==> config.mk <==
export PLATFORM = sky130hd
export DESIGN_NAME = dl_frame_timer
export DESIGN_NICKNAME = d
export VERILOG_FILES = /design/src/rtl/dlft_pkg.sv /design/src/rtl/dlft_sample_fsm.sv /design/src/rtl/dlft_position.sv /design/src/rtl/dlft_flags.sv /design/src/rtl/dl_frame_timer.sv
export SDC_FILE = /design/constraint.sdc
export NUM_CORES = 1
export LEC_CHECK = 0
export BUFFER_PORTS_ARGS = -buffer_cell sky130_fd_sc_hd__buf_2
export CAP_MARGIN = 5
export CORE_MARGIN = 4
export CORE_UTILIZATION = 51
export CTS_CLUSTER_SIZE = 24
export DETAILED_ROUTE_END_ITERATION = 7
export PLACE_DENSITY = 0.8
export SYNTH_ARGS = -nofsm -noshare
export SYNTH_HDL_FRONTEND = slang
export SYNTH_HIERARCHICAL = 1
export SYNTH_SLANG_ARGS = --single-unit
==> constraint.sdc <==
create_clock -name clk -period 5.11 [get_ports clk]
set_input_delay 1.2775 -clock clk [delete_from_list [all_inputs] [get_ports clk]]
set_output_delay 1.2775 -clock clk [all_outputs]
set_load 0.02 [all_outputs]
==> src/rtl/dlft_pkg.sv <==
package dlft_pkg;
    typedef enum logic {
        ST_PREFIX = 1'b0,
        ST_BODY   = 1'b1
    } phase_t;
endpackage

==> src/rtl/dlft_sample_fsm.sv <==
module dlft_sample_fsm
    import dlft_pkg::*;
#(
    parameter int SAMP_W     = 10,
    parameter int CP_FIRST   = 40,
    parameter int CP_OTHER   = 36,
    parameter int USEFUL_LEN = 512
) (
    input  logic              clk,
    input  logic              rst,
    input  logic              en,
    input  logic              first_sym,
    output logic [SAMP_W-1:0] samp_q,
    output logic [SAMP_W-1:0] samp_nxt,
    output phase_t            phase_nxt,
    output logic              sym_end
);
    localparam int LEN_FIRST = CP_FIRST + USEFUL_LEN;
    localparam int LEN_OTHER = CP_OTHER + USEFUL_LEN;

    phase_t            phase_q;
    logic [SAMP_W-1:0] cp_last;
    logic [SAMP_W-1:0] sym_last;

    always_comb begin
        cp_last  = first_sym ? SAMP_W'(CP_FIRST - 1)  : SAMP_W'(CP_OTHER - 1);
        sym_last = first_sym ? SAMP_W'(LEN_FIRST - 1) : SAMP_W'(LEN_OTHER - 1);
        sym_end  = en && (samp_q == sym_last);
    end

    // next-state logic of the prefix/body machine
    always_comb begin
        phase_nxt = phase_q;
        unique case (phase_q)
            ST_PREFIX: if (en && samp_q == cp_last) phase_nxt = ST_BODY;
            ST_BODY:   if (sym_end)                 phase_nxt = ST_PREFIX;
        endcase
    end

    always_comb begin
        if (!en)          samp_nxt = samp_q;
        else if (sym_end) samp_nxt = '0;
        else              samp_nxt = samp_q + 1'b1;
    end

    always_ff @(posedge clk) begin
        if (rst) begin
            phase_q <= ST_PREFIX;
            samp_q  <= '0;
        end else begin
            phase_q <= phase_nxt;
            samp_q  <= samp_nxt;
        end
    end
endmodule

==> src/rtl/dlft_position.sv <==
module dlft_position #(
    parameter int NUM_SLOTS = 20,
    parameter int SYMS      = 7,
    parameter int SYM_W     = 3,
    parameter int SLOT_W    = 5
) (
    input  logic              clk,
    input  logic              rst,
    input  logic              sym_end,
    output logic [SYM_W-1:0]  sym_q,
    output logic [SLOT_W-1:0] slot_q,
    output logic [SYM_W-1:0]  sym_nxt,
    output logic [SLOT_W-1:0] slot_nxt
);
    logic slot_end;

    always_comb begin
        slot_end = sym_end && (sym_q == SYM_W'(SYMS - 1));
        sym_nxt  = sym_q;
        slot_nxt = slot_q;
        if (sym_end) sym_nxt = slot_end ? '0 : sym_q + 1'b1;
        if (slot_end) slot_nxt = (slot_q == SLOT_W'(NUM_SLOTS - 1)) ? '0 : slot_q + 1'b1;
    end

    always_ff @(posedge clk) begin
        if (rst) begin
            sym_q  <= '0;
            slot_q <= '0;
        end else begin
            sym_q  <= sym_nxt;
            slot_q <= slot_nxt;
        end
    end
endmodule

==> src/rtl/dlft_flags.sv <==
module dlft_flags
    import dlft_pkg::*;
#(
    parameter int SAMP_W     = 10,
    parameter int SYM_W      = 3,
    parameter int SLOT_W     = 5,
    parameter int CP_FIRST   = 40,
    parameter int CP_OTHER   = 36,
    parameter int USEFUL_LEN = 512,
    parameter int LEAD       = 3,
    parameter int SYNC_SLOTS = 2,
    parameter int SYNC_SLOT_STEP = 10,
    parameter int PSS_SYM    = 6,
    parameter int SSS_SYM    = 5
) (
    input  logic              clk,
    input  logic              rst,
    input  logic              en,
    input  phase_t            phase_nxt,
    input  logic [SAMP_W-1:0] samp_nxt,
    input  logic [SYM_W-1:0]  sym_nxt,
    input  logic [SLOT_W-1:0] slot_nxt,
    output logic              cp_phase,
    output logic              useful_phase,
    output logic              pss_flag,
    output logic              sss_flag,
    output logic              data_flag,
    output logic              fft_start
);
    logic [SYNC_SLOTS-1:0] slot_hit;
    logic                  sync_slot;
    logic                  pss_n, sss_n, start_n;
    logic [SAMP_W-1:0]     start_pos;

    // one comparator per synchronization slot
    for (genvar g = 0; g < SYNC_SLOTS; g++) begin : g_sync
        assign slot_hit[g] = (slot_nxt == SLOT_W'(g * SYNC_SLOT_STEP));
    end

    always_comb begin
        sync_slot = |slot_hit;
        pss_n     = sync_slot && (sym_nxt == SYM_W'(PSS_SYM));
        sss_n     = sync_slot && (sym_nxt == SYM_W'(SSS_SYM));
        start_pos = (sym_nxt == '0) ? SAMP_W'(CP_FIRST + USEFUL_LEN - LEAD)
                                    : SAMP_W'(CP_OTHER + USEFUL_LEN - LEAD);
        start_n   = en && (samp_nxt == start_pos);
    end

    always_ff @(posedge clk) begin
        if (rst) begin
            cp_phase     <= 1'b1;
            useful_phase <= 1'b0;
            pss_flag     <= 1'b0;
            sss_flag     <= 1'b0;
            data_flag    <= 1'b1;
            fft_start    <= 1'b0;
        end else begin
            cp_phase     <= (phase_nxt == ST_PREFIX);
            useful_phase <= (phase_nxt == ST_BODY);
            pss_flag     <= pss_n;
            sss_flag     <= sss_n;
            data_flag    <= !(pss_n || sss_n);
            fft_start    <= start_n;
        end
    end
endmodule

==> src/rtl/dl_frame_timer.sv <==
module dl_frame_timer
    import dlft_pkg::*;
#(
    parameter int NUM_SLOTS  = 20,
    parameter int SYMS       = 7,
    parameter int CP_FIRST   = 40,
    parameter int CP_OTHER   = 36,
    parameter int USEFUL_LEN = 512,
    parameter int LEAD       = 3,
    parameter int SYNC_SLOTS = 2,
    parameter int PSS_SYM    = 6,
    parameter int SSS_SYM    = 5,
    localparam int SAMP_W    = $clog2(CP_FIRST + USEFUL_LEN),
    localparam int SYM_W     = $clog2(SYMS),
    localparam int SLOT_W    = $clog2(NUM_SLOTS),
    localparam int SYNC_STEP = NUM_SLOTS / SYNC_SLOTS
) (
    input  logic              clk,
    input  logic              rst,
    input  logic              en,
    output logic [SLOT_W-1:0] slot_idx,
    output logic [SYM_W-1:0]  sym_idx,
    output logic [SAMP_W-1:0] samp_idx,
    output logic              cp_phase,
    output logic              useful_phase,
    output logic              pss_flag,
    output logic              sss_flag,
    output logic              data_flag,
    output logic              fft_start
);
    logic [SAMP_W-1:0] samp_nxt;
    logic [SYM_W-1:0]  sym_nxt;
    logic [SLOT_W-1:0] slot_nxt;
    phase_t            phase_nxt;
    logic              sym_end;

    dlft_sample_fsm #(
        .SAMP_W(SAMP_W), .CP_FIRST(CP_FIRST), .CP_OTHER(CP_OTHER), .USEFUL_LEN(USEFUL_LEN)
    ) u_samp (
        .clk(clk), .rst(rst), .en(en), .first_sym(sym_idx == '0),
        .samp_q(samp_idx), .samp_nxt(samp_nxt), .phase_nxt(phase_nxt), .sym_end(sym_end)
    );

    dlft_position #(
        .NUM_SLOTS(NUM_SLOTS), .SYMS(SYMS), .SYM_W(SYM_W), .SLOT_W(SLOT_W)
    ) u_pos (
        .clk(clk), .rst(rst), .sym_end(sym_end),
        .sym_q(sym_idx), .slot_q(slot_idx), .sym_nxt(sym_nxt), .slot_nxt(slot_nxt)
    );

    dlft_flags #(
        .SAMP_W(SAMP_W), .SYM_W(SYM_W), .SLOT_W(SLOT_W),
        .CP_FIRST(CP_FIRST), .CP_OTHER(CP_OTHER), .USEFUL_LEN(USEFUL_LEN),
        .LEAD(LEAD), .SYNC_SLOTS(SYNC_SLOTS), .SYNC_SLOT_STEP(SYNC_STEP),
        .PSS_SYM(PSS_SYM), .SSS_SYM(SSS_SYM)
    ) u_flags (
        .clk(clk), .rst(rst), .en(en), .phase_nxt(phase_nxt), .samp_nxt(samp_nxt),
        .sym_nxt(sym_nxt), .slot_nxt(slot_nxt),
        .cp_phase(cp_phase), .useful_phase(useful_phase), .pss_flag(pss_flag),
        .sss_flag(sss_flag), .data_flag(data_flag), .fft_start(fft_start)
    );
endmodule

# Word-level counts from Yosys, hierarchy flattened
# Cells that the tools add are included.
dict set report totals {
  reg_bits 24
  inputBits 3
  out_inout_bits 24
  elab_cells 46
}
dict set report classes {
  addsub 3
  eq_ne 8
  n_mux 12
  n_bitwise 2
  n_reduce_logical 12
}
# cell count
set ops {}
lappend ops {{10-bit equality test} 3}
lappend ops {{10-bit two-way mux} 2}
lappend ops {{3-bit two-way mux} 5}
lappend ops {{10-bit by 1-bit adder with 10-bit output, second input constant} 1}
lappend ops {{5-bit two-way mux} 2}
lappend ops {{3-bit equality test, second input constant} 3}
lappend ops {{1-bit logical AND} 6}
lappend ops {{3-bit logical NOT} 2}
lappend ops {{5-bit by 1-bit adder with 5-bit output, second input constant} 1}
lappend ops {{5-bit by 4-bit equality test with 1-bit output, second input constant} 1}
lappend ops {{5-bit equality test, second input constant} 1}
lappend ops {{5-bit logical NOT} 1}
lappend ops {{3-bit by 1-bit adder with 3-bit output, second input constant} 1}
lappend ops {{1-bit two-way mux} 2}
lappend ops {{1-bit inverter} 2}
lappend ops {{1-bit one-hot mux with 2 select lines} 1}
lappend ops {{2-bit OR reduction} 1}
lappend ops {{1-bit logical NOT} 1}
lappend ops {{1-bit logical OR} 1}

# Depth between registers and ports, before layout
# Gate-level depths: netlist (run 1).
dict set report depth {
  word_depth 11
  ltp_mapped 12
  ltp_nobuf 10
}

# Modules after synthesis
# The synthesis (run 1) kept the hierarchy.
# mod instances cells_per_inst area_per_inst_um2 seq_area_each_um2
set modules_own_cells {}
lappend modules_own_cells {dlft_sample_fsm 1 66 601.8 220.2}
lappend modules_own_cells {dlft_position 1 49 430.4 160.2}
lappend modules_own_cells {dlft_flags 1 22 255.2 120.1}
lappend modules_own_cells {dl_frame_timer 1 1 10.0 0.0}

# Worst setup path before layout (run 1)
# Ideal clock, no wire load.
dict set report synth_path {
  kind {input to register}
  start {input port en}
  end {register u_flags.sss_flag}
  setup_ns 0.073
  arrival_time_ns 3.044
  required_time_ns 5.037
  setup_slack_ns 1.994
  path_stages 11
  n_path_buf 2
  cell_sequence {nand2_1 nor4_2 and2_1 buf_6 buf_12 nand4_2 o21ai_0 nand3_1 nor4_4 nand3_2 nor3b_2}
}
dict set report synth_via {
  elab_chain_cells 6
  elab_cells_between_ends 10
  classes_between {2 x eq/ne; 3 x mux; 5 x reduce/logical}
}
# element line_no
set synth_rtl {}
lappend synth_rtl {{start, declared} dl_frame_timer.sv:20} ;# input logic en,
lappend synth_rtl {{1-bit logical AND (*)} dlft_sample_fsm.sv:28} ;# sym_end = en && (samp_q == sym_last);
lappend synth_rtl {{via sym_end} dl_frame_timer.sv:35} ;# logic sym_end;
lappend synth_rtl {{1-bit logical AND (*)} dlft_position.sv:18} ;# slot_end = sym_end && (sym_q == SYM_W'(SYMS - 1));
lappend synth_rtl {{5-bit two-way mux (*)} dlft_position.sv:22} ;# if (slot_end) slot_nxt = (slot_q == SLOT_W'(NUM_SLOTS - 1)) ? '0 : slot_q + 1'b1;
lappend synth_rtl {{via slot_nxt[4]} dl_frame_timer.sv:33} ;# logic [SLOT_W-1:0] slot_nxt;
lappend synth_rtl {{5-bit by 4-bit equality test with 1-bit output or 5-bit logical NOT (tied branches)} dlft_flags.sv:37} ;# assign slot_hit[g] = (slot_nxt == SLOT_W'(g * SYNC_SLOT_STEP));
lappend synth_rtl {{2-bit OR reduction (*)} dlft_flags.sv:41} ;# sync_slot = |slot_hit;
lappend synth_rtl {{1-bit logical AND (*)} dlft_flags.sv:43} ;# sss_n = sync_slot && (sym_nxt == SYM_W'(SSS_SYM));
lappend synth_rtl {{end signal, assigned} dlft_flags.sv:61} ;# sss_flag <= sss_n;
lappend synth_rtl {{end, declared} dlft_flags.sv:26} ;# output logic sss_flag,
# The timed path passes the listed nets; every way through them passes the cells marked *.
# A chain may end at the register's enable or synchronous reset.

# Final worst setup path (run 1)
# Ends and elaborated chain as after synthesis.

==> results of run 1 <==
[cells by family (layout without fill, tap and decap cells)]
family | after synthesis | count (layout) | synth area share, %
multiplexers | 3 | 3 | 2.60
AO/OA/AOI/OAI | 16 | 16 | 8.49
XOR/XNOR | 11 | 11 | 7.43
AND/OR/NAND/NOR | 70 | 70 | 34.6
flip-flops | 25 | 25 | 38.6
buffers and inverters | 9 | 36 | 4.44
adder cells (fa/ha/maj) | 4 | 4 | 3.86
[placed cells by master (no fill, tap or decap), drive strengths merged, types with 3 or more instances in the layout]
master  synthesis  routed
buf             2      26
dfxtp          25      25
nand2          14      14
nor3            8       8
nor2b           7       7
a21oi           7       7
inv             6       6
xnor2           6       6
nand3           6       6
xor2            5       5
nor2            5       5
or3             4       4
o21ai           4       4
ha              4       4
clkbuf          1       3
mux2            3       3
nand3b          3       3
and4            3       3
nand2b          3       3
nand4           3       3
nor4            3       3
[cells in the mapped netlist]
cell type and instances:
and2_1 2, mux2_2 3, nor4_2 1, xor2_1 5, o22ai_4 1, nor3b_2 2
nor4b_1 2, nor3_1 7, or4_1 1, nand4_1 2, xnor2_1 6, nor3_2 1
o31ai_1 1, and4_1 3, o22ai_2 1, buf_12 1, a211o_1 1, nand3b_1 3
nand2_1 14, or2_2 2, clkbuf_1 1, nor4_1 1, o21ai_0 4, nor4bb_1 1
dfxtp_1 25, nor2b_1 7, and3_1 1, or3_1 4, nand2b_1 3, nor4_4 1
nor2_1 5, a21oi_1 7, inv_1 6, a31oi_1 1, nand3_1 4, buf_6 1
ha_1 4, nand4_2 1, nand3_2 2
[layout make-up]
type / count / share of cell area (%)
inverter: 6 / 1.55
tap: 30 / 2.58
multi-input combinational: 104 / 50.7
clock inverter: 1 / 0.343
sequential: 25 / 34.3
timing repair buffer: 26 / 8.93
clock buffer: 3 / 1.55
[metal layers]
metal	vias up	wire [um]
met5	-	0
li1	544	-
met4	0	27
met3	4	133
met2	26	1400
met1	486	1140
[through the flow]
step,power (mW),cells,hold slack [ps],area [um2]
after global placement,0.218,191,495,1430
final,0.300,195,547,1460
after CTS,0.305,195,542,1460
after floorplan,0.213,138,476,1300
after global routing,0.315,195,595,1460
after detailed placement,0.219,191,522,1430
[power breakdown]
part | switching, mW | leakage [nW] | internal [mW] | total (mW)
clock network | 0.0564 | 0.0177 | 0.0293 | 0.0856
registers | 0.00153 | 0.202 | 0.196 | 0.198
logic | 0.0103 | 0.430 | 0.00624 | 0.0166
[registers in the layout (all words and copies together) (netlist names)]
signal	count
u_pos/sym_q	3
u_flags/pss_flag	1
u_flags/sss_flag	1
u_pos/slot_q	5
u_flags/fft_start	1
u_samp/samp_q	10
u_flags/cp_phase	1
u_flags/data_flag	1
u_flags/useful_phase	1
u_samp/phase_q	1
[worst min path at each step]
stage | from | to | slack [ps] | depth (start not counted)
4_1_cts | u_samp/samp_q[9] | u_samp/samp_q[9] | 540 | 2
2_1_floorplan | u_samp/phase_q | u_samp/phase_q | 480 | 2
3_5_place_dp | u_samp/samp_q[9] | u_samp/samp_q[9] | 520 | 2
6_report | u_samp/samp_q[9] | u_samp/samp_q[9] | 550 | 2
3_3_place_gp | u_samp/phase_q | u_samp/phase_q | 490 | 2
5_1_grt | u_samp/samp_q[9] | u_samp/samp_q[9] | 600 | 2
[critical path: cells and delay by family]
family | cells | cell delay [ps]
buffers and inverters | 1 | 170
XOR/XNOR | 1 | 170
AND/OR/NAND/NOR | 8 | 2250
==> metrics, run 1 <==
Max VDD drop=roughly 0.14 mV; filler instances=232; Ys Warns=6; max-slew violations=0; RSZ-0062 raised after global routing=false; worst slew pin tran=about 780 ps; CTS max path bufs=2; Slew HR=roughly 48%; core area=approximately 2500 um2; io pins=27; Post-Syn Area=~1300 um2; Clock Latency Late Sink=310 ps; DRT iter0 DRCs=28; Post-Syn Area per Cell=~9.4 um2; num rows=18; Synth area leaders=dfxtp_1, nand2_1, xnor2_1; gr usage total=between 10% and 20%; count of final setup violators=0; Setup CP Type=in -> reg; status=completed; Req. time, crit path=between 5000 and 6000 ps; drc violations=0; final cycle utilization of the critical path=between 70% and 80%; crit-path cells=buf_2 > nand2_1 > nor4_2 > and2_1 > nand3_2 > or3_1 > nand2_1 > xnor2_1 > nand3_2 > nor3b_2; vias per cell=between 5 and 6; H-tree Lvls=1; setup TNS=0 ps; Worst Setup SP=en; worst-path cell with the longest stage delay=and2_1; f_max=276 MHz; nets=roughly 170; total die area=about 3400 um2; Tmin final=around 3600 ps; max incr delay on CP=between 600 and 700 ps; via count=1,060; initial core utilization=a little over half; Min-Delay Path Class=reg -> reg; DRT Wirelength=2700 um; Post-Syn Nets=about 150; clk slew on worst S/H paths=between 100 and 150 ps; startpoint types=input pin; post-cts resize count=0; worst r2r dst=u_flags/sss_flag; first-pass GRT wire length=4470 um; Worst EP arrival=between 3000 and 4000 ps; max cap viols=0; area grow syn2layout=12.3%; GPL Wtd Cong=around 0.76; clk sink count=25; pre-CTS setup slack=roughly 1200 ps; crit path max fanout=20; global-route track usage on met2=~31%; GRT met3 Usage=2.41%; R2R depth=9; share of cells above drive strength 1=about 27%; CP endpoint=u_flags/sss_flag; Netlist cell types=39; total CTS buffers=3; CP endpoint kind=flop; area of the multi-input gates=739 um2; Power Density=just over 200 nW/um2; busiest grt layer=met2; Remaining Overflow, GRT=0; met1 usage=a little under 20%; Setup Buffers After CTS=0; FF-to-FF setup slack=~1800 ps; final hold violations=0; top cell type's share of synthesized area=38.6%; Synth area leader=dfxtp_1; worst r2r src=u_samp/samp_q[3]; Hold Buf Count CTS=0; wire per inst=13.9 um; CTS tree=yes; Reg area=500 um2; initial antenna violation count=0; Post-Syn Instances=~140; Port Buffers=26; Root Driver=clkbuf_4; setup skew after layout=between 2 and 3 ps; pin count of the biggest net entering global routing=25; DP Wirelength=between 2000 and 2500 um; leakage=about 0.65 nW; sequential area share after synthesis=about two fifths; vias in the first global route=between 1k and 1.5k; Die X=58.4 um; number of detailed-routing iterations run before antenna repair=4; chip height=approximately 58 um; Post-DRT Antenna Nets=0; number of antenna diodes=0; Seq cells post-synth=25; Finished Core Util=59.4%; Final WS setup=approximately 1500 ps
(Power assumes the default switching activity.)
==> inputs of run 2 (changes only) <==
- ABC_AREA: not set -> 1
- PLACE_DENSITY: 0.8 -> 0.79
- clock period: 5.11 -> 3.8 ns (I/O delays scaled with it)
==> metrics, run 2 <==
status=completed; DP Wirelength=about 2300 um; worst r2r src=u_samp/samp_q[0]; total CTS buffers=3; Reg area=roughly 500 um2; Top FF cell, synth=dfxtp_1; final cycle utilization of the critical path=61.3%; CTS max path bufs=2; Max VDD drop=roughly 0.17 mV; Die X=roughly 62 um; synth cell count leaders=nand2_1, inv_1, nor2_1; setup skew after layout=~12 ps; Post-Syn Nets=approximately 240; Seq cells post-synth=25; first-pass GRT wire length=roughly 5100 um; max-slew violations=0; num rows=19; Worst EP arrival=2550 ps; asr flop ratio synth=0%; Biggest register=u_samp/samp_q; R2R depth=14; share of cells above drive strength 1=roughly 21%; area grow syn2layout=12.8%; total die area=between 3000 and 4000 um2; Root Driver=clkbuf_4; vias in the first global route=1,169; Synth area leaders=dfxtp_1, nand2_1, inv_1; most numerous cell in the Yosys netlist=nand2_1; worst slew pin tran=420 ps; core area=about 2800 um2; Setup Buffers After CTS=0; FF-to-FF setup slack=approximately 1600 ps; via count=roughly 1.4k; Final WS setup=roughly 1500 ps; Post-synth EDFFs=0; DRT iter0 DRCs=70; chip height=just over 60 um; max FFs per register=10; WHS Path Cells=2; final hold violations=0; drc violations=0; count of final setup violators=0; WHS Endpoint=u_samp/samp_q[1]; RSZ-0062 raised after global routing=false; Post-Syn Area per Cell=roughly 6.3 um2; Hold Buf Count CTS=0; Netlist cell types=24; f_max=about 430 MHz; max cap viols=0; clk slew on worst S/H paths=150 ps; io pins=27; sequential area share after synthesis=between 30 and 40%; Remaining Overflow, GRT=0; Req. time, crit path=4020 ps; vias per cell=about 4.8; Synth area leader=dfxtp_1; top cell type's share of synthesized area=between 30 and 40%; CP endpoint kind=flop; initial antenna violation count=0; area of the multi-input gates=788 um2; pin count of the biggest net entering global routing=22; number of antenna diodes=0; CTS tree=yes; setup TNS=0 ps; post-cts resize count=0; startpoint types=input pin; H-tree Lvls=1; Port Buffers=26; initial core utilization=about 54%; Min-Delay Path Class=reg -> reg; number of detailed-routing iterations run before antenna repair=4; DRT Wirelength=roughly 3000 um; commonest non-fill, non-tap cell in the layout=nand2_1; Post-Syn Instances=237; GPL Wtd Cong=a little over 0.9; most frequent cells in the layout=nand2_1, inv_1, nor2_1, buf_2, dfxtp_1; worst r2r dst=u_flags/data_flag; Power Density=between 200 and 250 nW/um2; clk sink count=25; Ys Warns=6; pre-CTS setup slack=between 1000 and 1500 ps; Regs by FF count=u_samp/samp_q (10), u_pos/slot_q (5), u_pos/sym_q (3); filler instances=280; Setup CP Type=in -> reg; Post-Syn Area=1490 um2; Slew HR=between 70% and 80%; Clock Latency Late Sink=between 300 and 400 ps; Min-Delay Startpoint=u_samp/samp_q[1]; crit path max fanout=9; leakage=approximately 0.91 nW; wire per inst=~10 um; nets=between 200 and 300; Post-DRT Antenna Nets=0; gr usage total=around 18%; Tmin final=approximately 2300 ps
==> run 2: changes by cell type after synthesis, sizes merged, moves of 6 or more <==
cell / delta
nand2: +54
inv: +46
nor2: +37
nand3: +12
nor2b: -7
xnor2: -6
==> run 2: critical path, stage by stage <==
cell     delay (ps)
buf_2           160
nand2_1          90
nor2_1          130
nand3_2         130
nor2_4          210
inv_2           110
nor2_8          150
nand3_1          80
nand3_1         100
inv_1            40
nor2_1          120
nand2_1          70
a21oi_1         110
o21ai_1          80
==> run 2: cells by family (layout without fill, tap and decap cells) <==
kind of cell	Yosys count	count (layout)	share of synthesized area, %
and+or+nand+nor	137	137	43.0
buffers and inverters	54	82	13.6
DFF	25	25	33.6
AOI/OAI and AO/OA	15	15	5.37
adders and majority gates	4	4	3.36
xor gates and xnor gates	2	2	1.17
==> run 2: how the worst max path moves through the flow <==
stage          from                 to  slack [ps]  cells after the start
3_5_place_dp     en  u_flags/data_flag        1140                     14
5_1_grt          en  u_flags/data_flag        1220                     14
6_report         en  u_flags/data_flag        1470                     14
4_1_cts          en  u_flags/data_flag        1500                     14
3_3_place_gp     en  u_flags/data_flag        1200                     14
2_1_floorplan    en  u_flags/data_flag        1490                     13
==> run 2: final cells by class <==
type,instances,area share (%)
sequential,25,29.7
inverter,52,11.6
tap,31,2.30
clock inverter,1,0.446
timing repair buffer,26,7.73
clock buffer,3,1.34
multi-input combinational,158,46.8
==> run 2: metrics by stage <==
| stage | total power, mW | hold slack (ps) | cells | utilization, % | area (um2) |
|---|---|---|---|---|---|
| after floorplan | 0.285 | 497 | 237 | - | 1490 |
| after global placement | 0.291 | 512 | 292 | 59.4 | 1650 |
| after detailed placement | 0.291 | 518 | 292 | 59.4 | 1650 |
| after CTS | 0.415 | 538 | 296 | 60.5 | 1680 |
| after global routing | 0.429 | 577 | 296 | 60.5 | 1680 |
| final | 0.411 | 541 | 296 | 60.5 | 1680 |
==> run 2: routing by layer <==
layer	GRT usage, %	part of all wire (%)
met1	27.3	53
met2	24.4	41
met3	2.48	5.0
met4	5.45	0.71
met5	0	0
==> run 2: where the power goes <==
part	internal [mW]	switching (mW)
sequential	0.264	0.00185
clock	0.0402	0.0846
combinational	0.00613	0.0141
==> inputs of run 3 (changes only) <==
- ABC_AREA: 1 -> 0
- CORE_UTILIZATION: 51 -> 48
- clock period: 3.8 -> 1.9 ns (I/O delays scaled with it)
==> metrics, run 3 (synthesis results as in run 1) <==
Clock Latency Late Sink=between 300 and 400 ps; WHS Endpoint=u_pos/slot_q[0]; total CTS buffers=3; Root Driver=clkbuf_4; clk slew on worst S/H paths=130 ps; Min-Delay Startpoint=u_pos/slot_q[0]; RSZ-0062 raised after global routing=true; most frequent cells in the layout=buf_2, buf_4, dfxtp_1, nand2_1; max-slew violations=0; dpl cell area=1680 um2; DRT iter0 DRCs=41; Setup CP Type=reg -> reg; failing checks=negative setup slack; crit path max fanout=5; Clk pwr share=between 20% and 30%; status=finished with violations; switching power=roughly 0.19 mW; Power, Total=~0.82 mW; FF-to-FF setup slack=-440 ps; startpoint types=flop; nets=roughly 200; Remaining Overflow, GRT=0; H-tree Lvls=1; R2R depth=9; worst r2r src=u_samp/samp_q[8]; Final Cell Area=between 1500 and 2000 um2; total die area=about 3600 um2; CP endpoint kind=flop; Worst EP arrival=2590 ps; drc violations=0; DP Wirelength=2370 um; vias in the first global route=between 1k and 1.5k; commonest non-fill, non-tap cell in the layout=buf_2; number of antenna diodes=0; CTS tree=yes; number of detailed-routing iterations run before antenna repair=4; wire per inst=13.8 um; max cap viols=0; f_max=~430 MHz; sw frac=between 20% and 30%; final cycle utilization of the critical path=123%; vias per cell=5.30; sequential group share of total power=between 60% and 70%; hold_ws=~540 ps; Min-Delay Path Class=reg -> reg; Biggest register=u_samp/samp_q; Port Buffers=26; pin count of the biggest net entering global routing=25; worst r2r dst=u_flags/sss_flag; Post-DRT Antenna Nets=0; Power Density=469 nW/um2; Logic pwr share=between 6 and 7%; initial antenna violation count=0; Max VDD drop=0.489 mV; final hold violations=0; placed insts=between 200 and 250; num rows=18; Slew HR=between 60 and 70%; GPL Wtd Cong=just under 0.9; Final WS setup=-438 ps; Regs by FF count=u_samp/samp_q (10), u_pos/slot_q (5), u_pos/sym_q (3); setup skew after layout=between 2 and 2.5 ps; io pins=27; area grow syn2layout=35.1%; worst slew pin tran=about 470 ps; DRT Wirelength=3070 um; post-route insts no fill=~220; CTS max path bufs=2; Req. time, crit path=2160 ps; clk sink count=25; cell internal pwr=about 0.63 mW; leakage=around 0.81 nW; core area=around 2500 um2; Tmin final=between 2000 and 2500 ps; filler instances=210; via count=1,182; Die X=around 60 um; max FFs per register=10; gr usage total=19.3%; first-pass GRT wire length=a little over 5000 um; count of final setup violators=10; WHS Path Cells=2; share of cells above drive strength 1=between 40% and 50%; initial core utilization=51.4%; chip height=about 60 um
-- run 3: power groups by stage --
stage               Clock, mW  Combinational (mW)  Sequential, mW
floorplan                   0              0.0250           0.545
global placement            0              0.0516           0.540
detailed placement          0              0.0530           0.540
CTS                     0.246              0.0550           0.529
global route            0.270              0.0597           0.530
finish                  0.239              0.0543           0.529
-- run 3: through the flow --
step / setup TNS [ps] / setup slack (ps) / utilization (%)
3_3_place_gp: -2490 / -466 / 66.6
4_1_cts: -2100 / -413 / 68.5
6_report: -2270 / -438 / 69.5
2_1_floorplan: -2960 / -504 / -
3_5_place_dp: -2820 / -486 / 66.6
5_1_grt: -3330 / -547 / 69.5
-- run 3: how the worst max path moves through the flow --
stage                      from                 to  slack [ps]  cells after the start
3_3_place_gp   u_samp/samp_q[8]  u_flags/fft_start        -470                      8
6_report       u_samp/samp_q[8]   u_flags/sss_flag        -440                      9
3_5_place_dp   u_samp/samp_q[8]   u_flags/sss_flag        -490                      9
5_1_grt        u_samp/samp_q[8]   u_flags/sss_flag        -550                      9
4_1_cts        u_samp/samp_q[8]   u_flags/sss_flag        -410                      9
2_1_floorplan  u_samp/samp_q[8]   u_flags/pss_flag        -500                     11
-- run 3: routing by layer --
metal / GRT usage (%) / wire, um
met1: 23.8 / 1310
met2: 33.5 / 1590
met3: 3.46 / 138
met4: 6.65 / 33
met5: 0 / 0
-- run 3: timing repair --
item,4_1_cts,5_1_grt
setup buffers,1,2
resized for setup,6,2
pin swaps,2,2
setup endpoints to repair,14,14
hold buffers,0,0
-- run 3: worst max-delay path, stage by stage (launching register included) --
cell and delay, ps:
dfxtp_4 360, or4_4 540, nor4_4 170, and2_4 230, nand3_4 100, or3_4 350
nand2_2 100, xnor2_2 130, nand3_2 110, nor3b_2 180
-- run 3: cell type report --
class	instances	area, um2	share of cell area [%]
multi-input cells	104	805	45.9
inverters	6	22.5	1.28
well taps	30	37.5	2.14
flip-flops and latches	25	510	29.1
repair buffers	54	352	20.1
clock buffers	4	26.3	1.50
